==> config.mk <==
export PLATFORM = sky130hd
export DESIGN_NAME = dm_cache
export DESIGN_NICKNAME = d
export VERILOG_FILES = /design/src/rtl/dmc_pkg.sv /design/src/rtl/dmc_tag_store.sv /design/src/rtl/dmc_data_store.sv /design/src/rtl/dmc_counters.sv /design/src/rtl/dm_cache.sv
export SDC_FILE = /design/constraint.sdc
export NUM_CORES = 1
export LEC_CHECK = 0
export ABC_CLOCK_PERIOD_IN_PS = 14800
export BUFFER_PORTS_ARGS = -buffer_cell sky130_fd_sc_hd__buf_2
export CORE_MARGIN = 1
export CORE_UTILIZATION = 35
export DETAILED_ROUTE_END_ITERATION = 6
export RECOVER_POWER = 100
export SLEW_MARGIN = 40
export SYNTH_ARGS = -nofsm -noshare
export SYNTH_HDL_FRONTEND = slang
export SYNTH_SLANG_ARGS = --single-unit
==> constraint.sdc <==
create_clock -name clk -period 14.8 [get_ports clk]
set_clock_uncertainty 0.2 [all_clocks]
set_input_delay 2.96 -clock clk [delete_from_list [all_inputs] [get_ports clk]]
set_output_delay 2.96 -clock clk [all_outputs]
set_load 0.1 [all_outputs]
==> src/rtl/dmc_pkg.sv <==
package dmc_pkg;
  typedef enum logic [2:0] {
    ST_IDLE,
    ST_WBACK,
    ST_FILL,
    ST_WTHRU,
    ST_RESP,
    ST_FLUSH
  } dmc_state_e;
endpackage

==> src/rtl/dmc_tag_store.sv <==
module dmc_tag_store #(
  parameter int SETS = 4,
  parameter int IW   = 2,
  parameter int TW   = 30
) (
  input  logic          clk,
  input  logic          rst_n,
  input  logic [IW-1:0] rd_idx,
  output logic          rd_valid,
  output logic          rd_dirty,
  output logic [TW-1:0] rd_tag,
  input  logic          wr_en,
  input  logic [IW-1:0] wr_idx,
  input  logic          wr_valid,
  input  logic          wr_dirty,
  input  logic [TW-1:0] wr_tag
);
  logic          valid_q [SETS];
  logic          dirty_q [SETS];
  logic [TW-1:0] tag_q   [SETS];

  for (genvar s = 0; s < SETS; s++) begin : g_set
    logic sel;
    assign sel = wr_en && (wr_idx == IW'(s));

    always_ff @(posedge clk or negedge rst_n) begin
      if (!rst_n) begin
        valid_q[s] <= 1'b0;
        dirty_q[s] <= 1'b0;
      end else if (sel) begin
        valid_q[s] <= wr_valid;
        dirty_q[s] <= wr_dirty;
      end
    end

    always_ff @(posedge clk) begin
      if (sel) tag_q[s] <= wr_tag;
    end
  end

  assign rd_valid = valid_q[rd_idx];
  assign rd_dirty = dirty_q[rd_idx];
  assign rd_tag   = tag_q[rd_idx];
endmodule

==> src/rtl/dmc_data_store.sv <==
module dmc_data_store #(
  parameter int DEPTH = 16,
  parameter int DAW   = 4,
  parameter int DW    = 32
) (
  input  logic           clk,
  input  logic           we,
  input  logic [DAW-1:0] waddr,
  input  logic [DW-1:0]  wdata,
  input  logic [DAW-1:0] ra_addr,
  output logic [DW-1:0]  ra_data,
  input  logic [DAW-1:0] rb_addr,
  output logic [DW-1:0]  rb_data
);
  logic [DW-1:0] word_q [DEPTH];

  always_ff @(posedge clk) begin
    if (we) word_q[waddr] <= wdata;
  end

  assign ra_data = word_q[ra_addr];
  assign rb_data = word_q[rb_addr];
endmodule

==> src/rtl/dmc_counters.sv <==
module dmc_counters #(
  parameter int CW = 16
) (
  input  logic          clk,
  input  logic          rst_n,
  input  logic          inc_hit,
  input  logic          inc_miss,
  output logic [CW-1:0] hit_count,
  output logic [CW-1:0] miss_count
);
  always_ff @(posedge clk or negedge rst_n) begin
    if (!rst_n) begin
      hit_count  <= '0;
      miss_count <= '0;
    end else begin
      if (inc_hit)  hit_count  <= hit_count + CW'(1);
      if (inc_miss) miss_count <= miss_count + CW'(1);
    end
  end
endmodule

==> src/rtl/dm_cache.sv <==
module dm_cache
  import dmc_pkg::*;
#(
  parameter int SETS  = 4,
  parameter int WORDS = 4,
  parameter int AW    = 32,
  parameter int DW    = 32,
  parameter int CW    = 16
) (
  input  logic          clk,
  input  logic          rst_n,
  input  logic          pol_wb,
  input  logic          req_valid,
  output logic          req_ready,
  input  logic          req_write,
  input  logic [AW-1:0] req_addr,
  input  logic [DW-1:0] req_wdata,
  output logic          rsp_valid,
  output logic [DW-1:0] rsp_rdata,
  input  logic          flush_req,
  output logic          flush_done,
  output logic          mem_req,
  output logic          mem_write,
  output logic [AW-1:0] mem_addr,
  output logic [DW-1:0] mem_wdata,
  input  logic          mem_ack,
  input  logic [DW-1:0] mem_rdata,
  output logic [CW-1:0] hit_count,
  output logic [CW-1:0] miss_count
);
  localparam int WAW   = AW - 2;
  localparam int TW    = WAW;
  localparam int IW    = (SETS > 1) ? $clog2(SETS) : 1;
  localparam int OW    = (WORDS > 1) ? $clog2(WORDS) : 1;
  localparam int LINEW = SETS * WORDS;
  localparam int DAW   = (LINEW > 1) ? $clog2(LINEW) : 1;

  function automatic logic [AW-1:0] line_word_addr(input logic [TW-1:0] t,
                                                   input logic [IW-1:0] i,
                                                   input logic [OW-1:0] k);
    logic [WAW-1:0] wa;
    wa = t * WAW'(LINEW) + WAW'(i) * WAW'(WORDS) + WAW'(k);
    return {wa, 2'b00};
  endfunction

  function automatic logic [DAW-1:0] store_idx(input logic [IW-1:0] i,
                                               input logic [OW-1:0] k);
    return DAW'(int'(i) * WORDS + int'(k));
  endfunction

  // address split
  logic [WAW-1:0] in_wa;
  logic [TW-1:0]  in_tag;
  logic [IW-1:0]  in_idx;
  logic [OW-1:0]  in_off;
  logic           unused_bits;
  assign in_wa       = req_addr[AW-1:2];
  assign in_tag      = TW'(in_wa / WAW'(LINEW));
  assign in_idx      = IW'((in_wa % WAW'(LINEW)) / WAW'(WORDS));
  assign in_off      = OW'(in_wa % WAW'(WORDS));
  assign unused_bits = ^req_addr[1:0];

  // state
  dmc_state_e    state_q, state_d;
  logic          r_write_q, r_write_d, r_wb_q, r_wb_d;
  logic [TW-1:0] r_tag_q, r_tag_d;
  logic [IW-1:0] r_idx_q, r_idx_d, fset_q, fset_d;
  logic [OW-1:0] r_off_q, r_off_d, wcnt_q, wcnt_d;
  logic [DW-1:0] r_wdata_q, r_wdata_d;

  // storage interfaces
  logic [IW-1:0]  look_idx, ts_idx;
  logic           lk_valid, lk_dirty, lk_hit;
  logic [TW-1:0]  lk_tag, ts_tag;
  logic           ts_we, ts_valid, ts_dirty;
  logic           ds_we;
  logic [DAW-1:0] ds_addr;
  logic [DW-1:0]  ds_wdata, rb_data;
  logic           inc_hit, inc_miss, flush_step, last_word, last_set;

  assign look_idx  = (state_q == ST_IDLE)  ? in_idx :
                     (state_q == ST_FLUSH) ? fset_q : r_idx_q;
  assign lk_hit    = lk_valid && (lk_tag == in_tag);
  assign last_word = (wcnt_q == OW'(WORDS - 1));
  assign last_set  = (fset_q == IW'(SETS - 1));
  assign req_ready = (state_q == ST_IDLE) && !flush_req;

  dmc_tag_store #(.SETS(SETS), .IW(IW), .TW(TW)) u_tags (
    .clk      (clk),
    .rst_n    (rst_n),
    .rd_idx   (look_idx),
    .rd_valid (lk_valid),
    .rd_dirty (lk_dirty),
    .rd_tag   (lk_tag),
    .wr_en    (ts_we),
    .wr_idx   (ts_idx),
    .wr_valid (ts_valid),
    .wr_dirty (ts_dirty),
    .wr_tag   (ts_tag)
  );

  dmc_data_store #(.DEPTH(LINEW), .DAW(DAW), .DW(DW)) u_data (
    .clk     (clk),
    .we      (ds_we),
    .waddr   (ds_addr),
    .wdata   (ds_wdata),
    .ra_addr (store_idx(r_idx_q, r_off_q)),
    .ra_data (rsp_rdata),
    .rb_addr (store_idx((state_q == ST_FLUSH) ? fset_q : r_idx_q, wcnt_q)),
    .rb_data (rb_data)
  );

  dmc_counters #(.CW(CW)) u_cnt (
    .clk        (clk),
    .rst_n      (rst_n),
    .inc_hit    (inc_hit),
    .inc_miss   (inc_miss),
    .hit_count  (hit_count),
    .miss_count (miss_count)
  );

  // next state and outputs
  always_comb begin
    state_d    = state_q;
    r_write_d  = r_write_q;
    r_wb_d     = r_wb_q;
    r_tag_d    = r_tag_q;
    r_idx_d    = r_idx_q;
    r_off_d    = r_off_q;
    r_wdata_d  = r_wdata_q;
    wcnt_d     = wcnt_q;
    fset_d     = fset_q;
    ts_we      = 1'b0;
    ts_idx     = r_idx_q;
    ts_valid   = 1'b1;
    ts_dirty   = 1'b0;
    ts_tag     = r_tag_q;
    ds_we      = 1'b0;
    ds_addr    = store_idx(r_idx_q, wcnt_q);
    ds_wdata   = mem_rdata;
    mem_req    = 1'b0;
    mem_write  = 1'b0;
    mem_addr   = line_word_addr(r_tag_q, r_idx_q, wcnt_q);
    mem_wdata  = rb_data;
    rsp_valid  = 1'b0;
    flush_done = 1'b0;
    flush_step = 1'b0;
    inc_hit    = 1'b0;
    inc_miss   = 1'b0;
    unique case (state_q)
      ST_IDLE: begin
        if (flush_req) begin
          state_d = ST_FLUSH;
          fset_d  = '0;
          wcnt_d  = '0;
          r_wb_d  = pol_wb;
        end else if (req_valid) begin
          r_write_d = req_write;
          r_wb_d    = pol_wb;
          r_tag_d   = in_tag;
          r_idx_d   = in_idx;
          r_off_d   = in_off;
          r_wdata_d = req_wdata;
          wcnt_d    = '0;
          if (lk_hit) begin
            inc_hit = 1'b1;
            state_d = ST_RESP;
            if (req_write) begin
              ds_we    = 1'b1;
              ds_addr  = store_idx(in_idx, in_off);
              ds_wdata = req_wdata;
              ts_we    = 1'b1;
              ts_idx   = in_idx;
              ts_dirty = 1'b1;
              ts_tag   = in_tag;
              if (!pol_wb) state_d = ST_WTHRU;
            end
          end else begin
            inc_miss = 1'b1;
            state_d  = (lk_valid && lk_dirty && pol_wb) ? ST_WBACK : ST_FILL;
          end
        end
      end
      ST_WBACK: begin
        mem_req   = 1'b1;
        mem_write = 1'b1;
        mem_addr  = line_word_addr(lk_tag, r_idx_q, wcnt_q);
        if (mem_ack) begin
          wcnt_d = wcnt_q + OW'(1);
          if (last_word) begin
            wcnt_d  = '0;
            state_d = ST_FILL;
          end
        end
      end
      ST_FILL: begin
        mem_req = 1'b1;
        if (mem_ack) begin
          ds_we    = 1'b1;
          ds_wdata = (r_write_q && (wcnt_q == r_off_q)) ? r_wdata_q : mem_rdata;
          wcnt_d   = wcnt_q + OW'(1);
          if (last_word) begin
            ts_we    = 1'b1;
            ts_dirty = r_write_q;
            wcnt_d   = '0;
            state_d  = (r_write_q && !r_wb_q) ? ST_WTHRU : ST_RESP;
          end
        end
      end
      ST_WTHRU: begin
        mem_req   = 1'b1;
        mem_write = 1'b1;
        mem_addr  = line_word_addr(r_tag_q, r_idx_q, r_off_q);
        mem_wdata = r_wdata_q;
        if (mem_ack) state_d = ST_RESP;
      end
      ST_RESP: begin
        rsp_valid = 1'b1;
        state_d   = ST_IDLE;
      end
      ST_FLUSH: begin
        if (lk_valid && lk_dirty && r_wb_q) begin
          mem_req   = 1'b1;
          mem_write = 1'b1;
          mem_addr  = line_word_addr(lk_tag, fset_q, wcnt_q);
          if (mem_ack) begin
            if (last_word) flush_step = 1'b1;
            else           wcnt_d = wcnt_q + OW'(1);
          end
        end else begin
          flush_step = 1'b1;
        end
        if (flush_step) begin
          ts_we    = 1'b1;
          ts_idx   = fset_q;
          ts_valid = 1'b0;
          ts_dirty = 1'b0;
          ts_tag   = lk_tag;
          wcnt_d   = '0;
          if (last_set) begin
            state_d    = ST_IDLE;
            flush_done = 1'b1;
          end else begin
            fset_d = fset_q + IW'(1);
          end
        end
      end
      default: state_d = ST_IDLE;
    endcase
  end

  // registers
  always_ff @(posedge clk or negedge rst_n) begin
    if (!rst_n) begin
      state_q   <= ST_IDLE;
      r_write_q <= 1'b0;
      r_wb_q    <= 1'b0;
      r_tag_q   <= '0;
      r_idx_q   <= '0;
      r_off_q   <= '0;
      r_wdata_q <= '0;
      wcnt_q    <= '0;
      fset_q    <= '0;
    end else begin
      state_q   <= state_d;
      r_write_q <= r_write_d;
      r_wb_q    <= r_wb_d;
      r_tag_q   <= r_tag_d;
      r_idx_q   <= r_idx_d;
      r_off_q   <= r_off_d;
      r_wdata_q <= r_wdata_d;
      wcnt_q    <= wcnt_d;
      fset_q    <= fset_d;
    end
  end
endmodule

-- Word level (Yosys, flattened, before mapping)
Memory sizes are Yosys's and may differ from the RTL's.
Cells that the tools add are included.
- register bits after elaboration: 111
- word-level logic and storage cells: 210
- memory bits (writable): 632
- memories kept: 2
- bits of input ports: 103
- output and inout bits: 133
- memories (memory ; depth ; width ; read ports ; clocked after memory_dff ; write ports ; RTL line ; source):
    u_data.word_q ; 16 ; 32 ; 2 ; 0 ; 1 ; dmc_data_store.sv:15 ; logic [DW-1:0] word_q [DEPTH];
    u_tags.tag_q ; 4 ; 30 ; 1 ; 0 ; 1 ; dmc_tag_store.sv:20 ; logic [TW-1:0] tag_q [SETS];
- bitwise logic cells: 2
- reduce and logical (&&, ||, !) cells: 29
- multiplexer cells: 116
- equality and inequality tests: 26
- magnitude comparators: 1
- add/sub/neg operators: 15
- operators with widths (operator ; number):
    32-bit 2-to-1 mux ; 8
    30-bit by 2-bit adder with 30-bit output ; 4
    30-bit 2-to-1 mux ; 4
    26-bit 2-to-1 mux ; 4
    32-bit case mux with 3 select lines ; 1
    30-bit by 4-bit adder with 30-bit output ; 3
    30-bit OR reduction ; 3
    32-bit case mux with 2 select lines ; 1
    30-bit case mux with 2 select lines ; 1
    1-bit 2-to-1 mux ; 46
    2-bit 2-to-1 mux ; 22
    3-bit 2-to-1 mux ; 13
    16-bit by 1-bit adder with 16-bit output (second input constant) ; 2
    30-bit by 26-bit == test with 1-bit output ; 1
    4-bit 2-to-1 mux ; 5
    4-bit by 2-bit adder with 4-bit output ; 4
    2-bit inequality test (second input constant) ; 8
    3-bit case mux with 5 select lines ; 1
    1-bit logical AND ; 11
    2-bit == test (second input constant) ; 4
    1-bit case mux with 2 select lines ; 4
    2-bit case mux with 2 select lines ; 2
    8-bit AND reduction ; 1
    3-bit by 2-bit == test with 1-bit output (second input constant) ; 2
    other kinds (26) ; 34

-- Depth between registers and ports, before layout
Gate-level depths: netlist of run 1.
- word-level depth: 21
- mapped depth: 17
- gate-level depth less buffers: 12

-- Modules after synthesis
A second synthesis of run 1 with hierarchy kept.
- cells, all modules: 2223
- area total of the unflattened synthesis: 35087.4 sq um
- by module, submodules not included (module ; times used ; cells each ; seq. area each (sq um) ; area each (sq um)):
    dmc_data_store ; 1 ; 1077 ; 15374.7 ; 22907.0
    dm_cache ; 1 ; 854 ; 1776.7 ; 6052.1
    dmc_tag_store ; 1 ; 181 ; 3803.6 ; 4749.6
    dmc_counters ; 1 ; 111 ; 800.8 ; 1378.8

-- Worst setup path after synthesis of run 1
No wires, ideal clock.
- kind: in2out
- start: input port req_addr[5]
- end: output port mem_req
- slack: 4039 ps
- path buffers: 3
- arrival: 7601 ps
- stages: 10
- required time: 11640 ps
- cells stage by stage: buf_2 > nor4_4 > nor3_4 > buf_2 > buf_2 > a31oi_1 > mux2i_1 > nand2_1 > o21ai_0 > nand2b_1
- word-level cells in the longest chain between the ends: 9
- elaborated cells on any way between the ends: 12
- those cells by class: 9 x mux; 1 x bitwise; 2 x reduce/logical
- ends and longest elaborated chain (what ; RTL line ; source):
    from (decl) ; dm_cache.sv:16 ; input logic [AW-1:0] req_addr,
    2-bit 2-to-1 mux (*) ; dm_cache.sv:81 ; assign look_idx = (state_q == ST_IDLE) ? in_idx :
    2-bit NOT with 3-bit output (not written as such) (*) ; dmc_tag_store.sv:41, dmc_tag_store.sv:42 ;
    1-bit binary-select mux with 2-bit select, on equally long branches ; dmc_tag_store.sv:41, dmc_tag_store.sv:42 ;
    1-bit 2-to-1 mux, on equally long branches (2 in series) ; dmc_tag_store.sv:41, dmc_tag_store.sv:42 ;
    1-bit logical AND (*) (2 in series) ; dm_cache.sv:222 ; if (lk_valid && lk_dirty && r_wb_q) begin
    1-bit 2-to-1 mux (*) ; dm_cache.sv:222 ;
    1-bit case mux with 2 select lines (*) ; dm_cache.sv:150 ; unique case (state_q)
    to (decl) ; dm_cache.sv:22 ; output logic mem_req,
Every way passes the cells marked *; elsewhere a longest branch is shown, timed or not. The select of a mux whose other input is x is not followed.

-- Worst setup path after layout of run 1
Ends and elaborated chain as after synthesis.

==> results.md, run 1 <==
Clocking:
- CTS saw 743 sinks.
- For this design, the CTS-stage hold fixing added 0 buffers.
- The number of cells upsized or downsized after cts is 0.
- The total clock buffers created by CTS is 82.
- After clock tree synthesis, the setup repair step added 0 buffers.
- The maximum buffer depth of the clock tree is 3.
- The root buffer cell chosen for the clock tree is sky130_fd_sc_hd__clkbuf_16.
- The number of H-tree levels is 3.
- The worst-skew pair later-pin latency is 680 ps.
- The CTS tree is built.
- Clock-pin slew was measured on the worst setup and hold paths at 50 ps.

Setup path:
- Traced cell by cell, the critical path runs through clkbuf_1 -> nor4_4 -> buf_4 -> nor3_4 -> clkbuf_1 -> a31oi_1 -> mux2i_1 -> nand2_1 -> o21ai_0 -> nand2b_1 -> clkbuf_1.
- The worst setup path is launched from a primary input.
- The capturing element type of the critical path is an output port.
- The count of buffering cells on the critical path with inverters included is 4.
- On the critical path, the stage with the largest delay is an instance of sky130_fd_sc_hd__clkbuf_1.
- The maximum fanout encountered on the critical timing path is 55.
- The most common cell type on the critical path is sky130_fd_sc_hd__clkbuf_1.
- On the critical path the largest part of the delay comes from buffers and inverters.
- The arrival time at the worst endpoint is 9130 ps.
- The worst setup path is of the in -> out kind.
- The data required time of the worst path is 11,640 ps.
- On the worst path, the slowest cell contributes a delay of 2240 ps.

Cells and area:
- The number of fill cells in the layout is 9,422.
- The area of all placed cells without fillers is 0.04243 mm^2.
- From synthesis to final layout, the design area changed by 15.25%.
- The number of nets in the layout is 2,718.
- The fraction of final layout cells sized beyond drive strength 1 is 27.14%.

Synth:
- The count of synthesis-stage warnings from yosys is 0.
- The fraction of registers with async set/reset is 14.94%.
- The biggest area contributor in the post-synthesis netlist is sky130_fd_sc_hd__edfxtp_1.
- By area the synthesized netlist is led by sky130_fd_sc_hd__edfxtp_1 52%, sky130_fd_sc_hd__mux4_2 20%, sky130_fd_sc_hd__dfrtp_1 7.5%.
- The top-area cell type share of the netlist area is 51.56%.
- The dominant synthesized flop cell is sky130_fd_sc_hd__edfxtp_1.
- Yosys mapped the design onto 93 distinct sky130hd cell types.
- The number of synthesized register bits is 743.
- In the post-synthesis netlist, the cell with the most instances is sky130_fd_sc_hd__edfxtp_1.
- The average cell area after synthesis is 15.23 um^2.
- After synthesis the cells add up to 0.03681 mm^2.
- In this run, synthesis inferred 632 flip-flops with an integrated enable.
- The sequential share of the synthesized area is 59.10%.
- By count the netlist is led by 632 x sky130_fd_sc_hd__edfxtp_1, 320 x sky130_fd_sc_hd__mux4_2, 297 x sky130_fd_sc_hd__nand2_1, 128 x sky130_fd_sc_hd__clkbuf_1, 128 x sky130_fd_sc_hd__nor2_1.
- The post-synthesis instance total is 2,417.

GRT:
- The global routing usage summed across all routing layers is 21.10%.
- For this run the aggregate overflow at the end of global routing stands at 0.
- Entering global routing, the biggest net connects 70 pins.
- The global-route wire length before repair is 166,200 um.
- The number of global-route vias before repair came to 24,630.
- The initial antenna violation count is 19.

Power and ir drop:
- The portion of total power attributed to the clock network is 20.2%.
- In this run, flip-flops and latches consume 27.5% of the power.
- For this design the static power due to leakage is 14.21 nW.
- Summed over all nets, the switching power comes to 4.987 mW.
- The internal power summed over all cells is 5.493 mW.
- The power per standard cell area is 247.0 mW/mm^2.
- The proportion of total power due to net switching is 47.58%.
- The worst vdd rail ir drop is 289.0 uV.
- The proportion of power drawn by combinational gates is 52.4%.

STA:
- The total count of hold-check failures in the final report came to 0.
- In this run the tightest slew margin relative to its limit is -210.4%.
- The maximum achievable frequency is 0.08136 GHz.
- The count of final setup violators is 0.
- In the finished design, the share of the clock period the worst path needs comes to 83.05%.
- Setup repair after global routing left no endpoint under its margin.
- The clock period could shrink to 12,290 ps.
- At the pin with the least slew margin, the transition time is 4656 ps.
- The tightest hold path in the finished design has a slack of 266.0 ps.
- The count of final max-slew check failures is 510.
- The accumulated negative setup slack is 0 ps.

Drt:
- The pre-antenna-repair detailed-routing pass consisted of 6 iterations.
- In the routed layout, each cell is associated on average with a via count of 6.080.
- The routed via count is 24,730.
- The first routing iteration left 3,344 violations.
- The wire length reported by the detailed router is 113,900 um.
- The detailed-route DRC error count is 0.
- Once detail routing completed, the nets flagged for antenna violations numbered 0.
- The routed length per instance is 27.99 um.

Floorplanning:
- 236 I/O pins were placed.
- The initial utilization of the core area, before any placement, comes to 35.42%.
- The floorplan step defined a die boundary enclosing 0.1065 mm^2.
- The floorplan step defined a core boundary enclosing 0.1039 mm^2.
- In this run the horizontal extent of the chip is 326.3 um.
- After floorplanning, the core was divided into 118 placement rows.
- Measured along the y axis, the die boundary spans 326.3 um.

Outcome:
- The final reports fail on capacitance limit, slew limit.
- The run finished, with violations left.

Job:
- The count of maximum capacitance violations is 14.

Placement:
- Buffers placed on the I/O ports in this run total 231.
- After detailed placement, the total cell area comes to 0.04002 mm^2.
- The placed wire-length estimate is 66,210 um.
- The routability congestion estimate is 0.8921.

Min path:
- The type of the most critical hold path is reg -> reg.
-- final cells by class --
class | instances | area [um^2] | area share [%]
Sequential cell | 743 | 21770 | 51.32
Multi-Input combinational cell | 1462 | 14460 | 34.07
Clock buffer | 108 | 2201 | 5.187
Tap cell | 1380 | 1727 | 4.070
Timing Repair Buffer | 292 | 1565 | 3.689
Clock inverter | 44 | 570.5 | 1.345
Inverter | 30 | 113.9 | 0.2684
Antenna cell | 8 | 20.02 | 0.04719
-- logic make-up after synthesis --
| group | after synthesis | share of synthesized area [%] |
|---|---|---|
| AO/OA/AOI/OAI | 380 | 7.236 |
| adder cells (fa/ha/maj) | 4 | 0.1360 |
| flip-flops | 743 | 59.10 |
| XOR/XNOR | 42 | 0.9993 |
| buffers and inverters | 213 | 2.389 |
| other | 1 | 0.01019 |
| multiplexers | 404 | 22.04 |
| AND/OR/NAND/NOR | 630 | 8.090 |
-- power by group through the flow --
stage | Clock (mW) | Sequential (mW) | Combinational [mW]
after floorplan | 0 | 2.85 | 4.21
after global placement | 0 | 2.99 | 5.24
after detailed placement | 0 | 2.91 | 5.48
after CTS | 2.16 | 2.87 | 5.50
after global routing | 2.23 | 2.90 | 5.72
final | 2.11 | 2.88 | 5.49
-- cell usage in the layout (no fill, tap or decap), types with 8 or more instances in the layout --
cell type / count
sky130_fd_sc_hd__nor3_1: 32
sky130_fd_sc_hd__o22ai_1: 35
sky130_fd_sc_hd__buf_6: 8
sky130_fd_sc_hd__nand2_1: 295
sky130_fd_sc_hd__nand4_1: 26
sky130_fd_sc_hd__mux2_2: 39
sky130_fd_sc_hd__a31oi_1: 39
sky130_fd_sc_hd__xor2_1: 13
sky130_fd_sc_hd__a21oi_1: 46
sky130_fd_sc_hd__nand3_1: 32
sky130_fd_sc_hd__edfxtp_1: 632
sky130_fd_sc_hd__buf_2: 134
sky130_fd_sc_hd__mux2i_1: 32
sky130_fd_sc_hd__mux4_2: 320
sky130_fd_sc_hd__o31a_1: 23
sky130_fd_sc_hd__dfrtp_1: 104
sky130_fd_sc_hd__a221o_1: 22
sky130_fd_sc_hd__xnor2_1: 29
sky130_fd_sc_hd__clkbuf_16: 83
sky130_fd_sc_hd__o31ai_1: 33
sky130_fd_sc_hd__o22ai_4: 11
sky130_fd_sc_hd__mux2_1: 13
sky130_fd_sc_hd__a211oi_1: 14
sky130_fd_sc_hd__inv_1: 28
sky130_fd_sc_hd__bufinv_16: 10
sky130_fd_sc_hd__buf_4: 31
sky130_fd_sc_hd__clkinv_1: 13
sky130_fd_sc_hd__o21ai_0: 74
sky130_fd_sc_hd__and3_1: 12
sky130_fd_sc_hd__diode_2: 8
sky130_fd_sc_hd__nand2b_1: 41
sky130_fd_sc_hd__clkbuf_1: 133
sky130_fd_sc_hd__clkinv_2: 8
sky130_fd_sc_hd__nor2_1: 126
-- per-layer routing --
metal,vias up,track usage [%],routed length (um)
met3,263,5.271,12540
li1,10120,-,-
met4,18,6.359,3270
met5,-,0,109
met2,1554,33.19,52930
met1,12780,28.87,45010
-- metrics by stage --
step	utilization (%)	instances	power, mW	setup slack (ps)
3_5_place_dp	38.51	3907	8.386	4828
3_3_place_gp	38.15	3899	8.227	4895
2_1_floorplan	-	2418	7.058	4039
6_report	40.82	4067	10.48	2509
5_1_grt	40.80	4059	10.85	2299
4_1_cts	41.17	4059	10.53	4836
-- worst paths after layout --
path / start / to / slack [ps] / cells past startpoint
setup / recovery: req_addr[5] / mem_req / 2510 / 11
hold / removal: u_cnt.miss_count[15] / u_cnt.miss_count[15] / 270 / 1
setup reg to reg: state_q[2] / u_tags.dirty_q[1] / 4370 / 16
hold reg to reg: u_cnt.miss_count[15] / u_cnt.miss_count[15] / 270 / 1
max in group asynchronous: rst_n / wcnt_q[0] / 5220 / 2
min in group asynchronous: rst_n / r_tag_q[14] / 3580 / 1
-- sequential cells by signal (all words and copies together) (netlist names), 3 cells and up --
| signal | count |
|---|---|
| r_tag_q | 26 |
| r_wdata_q | 32 |
| state_q | 3 |
| u_cnt.hit_count | 16 |
| u_cnt.miss_count | 16 |
| u_data.word_q | 512 |
| u_tags.dirty_q | 4 |
| u_tags.tag_q | 120 |
| u_tags.valid_q | 4 |
No activity file was read; power rests on OpenSTA's default activity.
==> run 2: changes to the inputs <==
--- a/config.mk
+++ b/config.mk
@@ -5,7 +5,7 @@
 export SDC_FILE = /design/constraint.sdc
 export NUM_CORES = 1
 export LEC_CHECK = 0
-export ABC_CLOCK_PERIOD_IN_PS = 14800
+export ABC_CLOCK_PERIOD_IN_PS = 12600
 export BUFFER_PORTS_ARGS = -buffer_cell sky130_fd_sc_hd__buf_2
 export CORE_MARGIN = 1
 export CORE_UTILIZATION = 35
==> constraint.sdc (replaced) <==
create_clock -name clk -period 12.6 [get_ports clk]
set_clock_uncertainty 0.2 [all_clocks]
set_input_delay 2.52 -clock clk [delete_from_list [all_inputs] [get_ports clk]]
set_output_delay 2.52 -clock clk [all_outputs]
set_load 0.1 [all_outputs]
==> run 2 against run 1 <==
The flow still finishes with violations (capacitance limit, slew limit); die area is the same; critical path depth rose by 3; total power up 16%; largest cell class unchanged.
==> results.md, run 2 (synthesis gave the netlist of run 1 again) <==
Cells and area:
- Cells with a size suffix above 1 make up 26.87% of the layout.
- The number of flip-flops in the largest register is 512.
- In the final layout, the registers with the most flip-flops are u_data.word_q x512, u_tags.tag_q x120, r_wdata_q x32.
- After filler insertion, the fill cell instance count of the layout stands at 9,511.
- For this run, the share of the core covered by cells in the final layout is 40.72%.
- In the layout the commonest cells are 632 x sky130_fd_sc_hd__edfxtp_1, 320 x sky130_fd_sc_hd__mux4_2, 295 x sky130_fd_sc_hd__nand2_1, 145 x sky130_fd_sc_hd__clkbuf_1, 126 x sky130_fd_sc_hd__nor2_1.
- The most common cell after layout, fill and taps aside is sky130_fd_sc_hd__edfxtp_1.
- Ranked by flip-flop count, first place goes to u_data.word_q.
- After routing the design area is 0.04233 mm^2.
- The area growth from synthesis to layout is 14.99%.
- The number of nets in the layout is 2,722.

STA:
- The final critical-path share of the clock period is 83.20%.
- The maximum achievable frequency is 0.09539 GHz.
- After layout, the minimum clock period comes to 10,480 ps.
- In the final timing run, aggregate negative setup slack is 0 ps.
- At the pin with the least slew margin, the transition time is 4677 ps.
- The setup slack after layout is 2117 ps.
- The count of final max-slew check failures was 461.
- The worst slew slack as a fraction of its limit is -211.8%.
- Setup repair after global routing left no endpoint under its margin.
- Setup violations remaining at the end of the flow were counted as 0.
- The total count of hold-check failures in the final report is 0.

Clocking:
- The maximum buffer depth of the clock tree is 3.
- The buffer count from post-CTS setup fixing is 0.
- The number of buffers inserted for hold repair after clock tree synthesis is 0.
- The H-tree generated during clock tree synthesis spans 3 levels.
- Clock-pin slew was measured on the worst setup and hold paths at 60 ps.
- Clock tree synthesis found a total of 743 sinks.
- TritonCTS built the clock tree.
- The clock root buffer is sky130_fd_sc_hd__clkbuf_16.
- Clock tree synthesis inserted a total of 82 buffers.
- The worst-skew pair later-pin latency is 650 ps.
- The number of cells upsized or downsized after cts is 0.

Setup path:
- The type of the setup path with the least slack is in -> reg.
- STA classifies the critical path startpoint as a primary input.
- The maximum fanout encountered on the critical timing path is 32.
- Data on the critical path is required at its endpoint by 12,590 ps.
- The setup slack on the worst flop-to-flop path is 3540 ps.
- Together, buffers and inverters on the worst path number 3.
- For this run, the slowest stage of the critical path takes 2300 ps.
- The cell family contributing the most delay on the critical path is buffers and inverters.
- On the critical path, the stage with the largest delay is an instance of sky130_fd_sc_hd__clkbuf_1.
- In this design, the critical path's most frequently occurring cell is sky130_fd_sc_hd__clkbuf_1.
- The capturing element type of the critical path is a register.
- Walking the worst path, the cells encountered are clkbuf_1 -> or4_1 -> clkbuf_1 -> nand2_1 -> o311ai_0 -> o32ai_1 -> xnor2_1 -> nand4_1 -> nor4_1 -> nand4_1 -> nor3_1 -> o21ai_0 -> o2bb2ai_4 -> clkbuf_1.
- STA puts the critical path data arrival time at 10,470 ps.

Placement:
- The number of port buffers is 231.
- The placed wire-length estimate is 66,290 um.
- The post-placement setup slack is 3631 ps.
- The routability congestion estimate is 0.8984.
- The total cell area at the placement stage is 0.04000 mm^2.

Floorplanning:
- The total area inside the core boundary comes to 0.1039 mm^2.
- Measured along the y axis, the die boundary spans 326.3 um.
- The I/O pin total is 236.
- The floorplan step defined a die boundary enclosing 0.1065 mm^2.
- The floorplan has 118 rows.
- The initial cell density of the core is 35.42%.
- Measured along the x axis, the die boundary spans 326.3 um.

Power and ir drop:
- The worst-case IR drop observed on VDD is 343.6 uV.
- For this design the ratio of total power to cell area is 288.3 mW/mm^2.
- The static leakage power is 14.14 nW.

Drt:
- The routed design has 112,600 um of wire.
- The final route contains 24,620 vias.
- The first routing iteration left 2,826 violations.
- The routed length per instance is 27.68 um.
- The pre-antenna-repair detailed-routing pass consisted of 6 iterations.
- The detailed-route DRC error count is 0.
- The post-route antenna net violation count is 0.
- Using the TritonRoute via totals, the vias-per-cell ratio works out to 6.051.

GRT:
- The number of global-route vias before repair came to 24,420.
- The initial antenna violation count is 25.
- The first global-routing pass estimated 164,400 um of wire.
- Entering global routing, the biggest net connects 70 pins.
- The residual overflow from global routing is 0.
- Global routing used 20.86% of the available tracks across all layers.

Outcome:
- The checks that failed: capacitance limit, slew limit.
- The flow ran to the end, but the final reports show violations.

Min path:
- The worst hold path belongs to the class reg -> reg.

Job:
- Max-cap violations in this run came to 12.
run 2: cell count changes in the layout (fill, tap and decap cells not counted), moves of 4 or more:
cell | before | now
sky130_fd_sc_hd__mux2_2 | 39 | 43
sky130_fd_sc_hd__buf_2 | 134 | 118
sky130_fd_sc_hd__clkbuf_1 | 133 | 145
sky130_fd_sc_hd__bufinv_16 | 10 | 6
sky130_fd_sc_hd__mux2_1 | 13 | 9
sky130_fd_sc_hd__buf_4 | 31 | 35
sky130_fd_sc_hd__clkinv_2 | 8 | 17
run 2: area by class of cell:
class                   instances  area (um^2)  share of cell area (%)
repair buffers                296         1559                   3.683
diodes                          6        15.01                 0.03547
inverters                      30        113.9                  0.2690
well taps                    1380         1727                   4.079
flip-flops and latches        743        21770                   51.44
clock buffers                 105         2231                   5.270
clock inverters                47        488.0                   1.153
multi-input cells            1462        14420                   34.07
run 2: worst register-to-register path, delay by kind of cell, from the launching register on:
family                 cells  cell delay (ps)
AND/OR/NAND/NOR            6             2540
flip-flops                 1              980
buffers and inverters      2             3400
XOR/XNOR                   1              300
AO/OA/AOI/OAI              4             1150
run 2: metrics by stage:
stage,power [mW],hold WS (ps),instances
4_1_cts,12.26,278.8,4061
3_5_place_dp,9.845,270.8,3909
5_1_grt,12.65,305.9,4064
6_report,12.20,275.9,4069
3_3_place_gp,9.673,256.2,3903
2_1_floorplan,8.290,258.5,2418
run 2: layer usage:
metal	GRT usage (%)	share of wire (%)	vias up
met5	0	0.18	-
met4	7.233	3.2	30
met3	5.927	11	260
met2	32.01	46	1513
met1	28.39	39	12690
li1	-	-	10130
run 2: path summary, 6_finish.rpt:
check | startpoint | to | cells after the start
hold reg to reg | u_cnt.miss_count[15] | u_cnt.miss_count[15] | 1
setup / recovery | req_addr[5] | u_data.word_q[10][27] | 14
setup reg to reg | state_q[2] | u_data.word_q[10][27] | 13
max in group asynchronous | rst_n | r_off_q[0] | 2
hold / removal | u_cnt.miss_count[15] | u_cnt.miss_count[15] | 1
min in group asynchronous | rst_n | r_tag_q[17] | 1
run 2: power breakdown:
part | internal, mW | switching, mW
combinational | 1.82 | 4.60
clock | 1.39 | 1.01
sequential | 3.17 | 0.218
total | 6.37 | 5.83
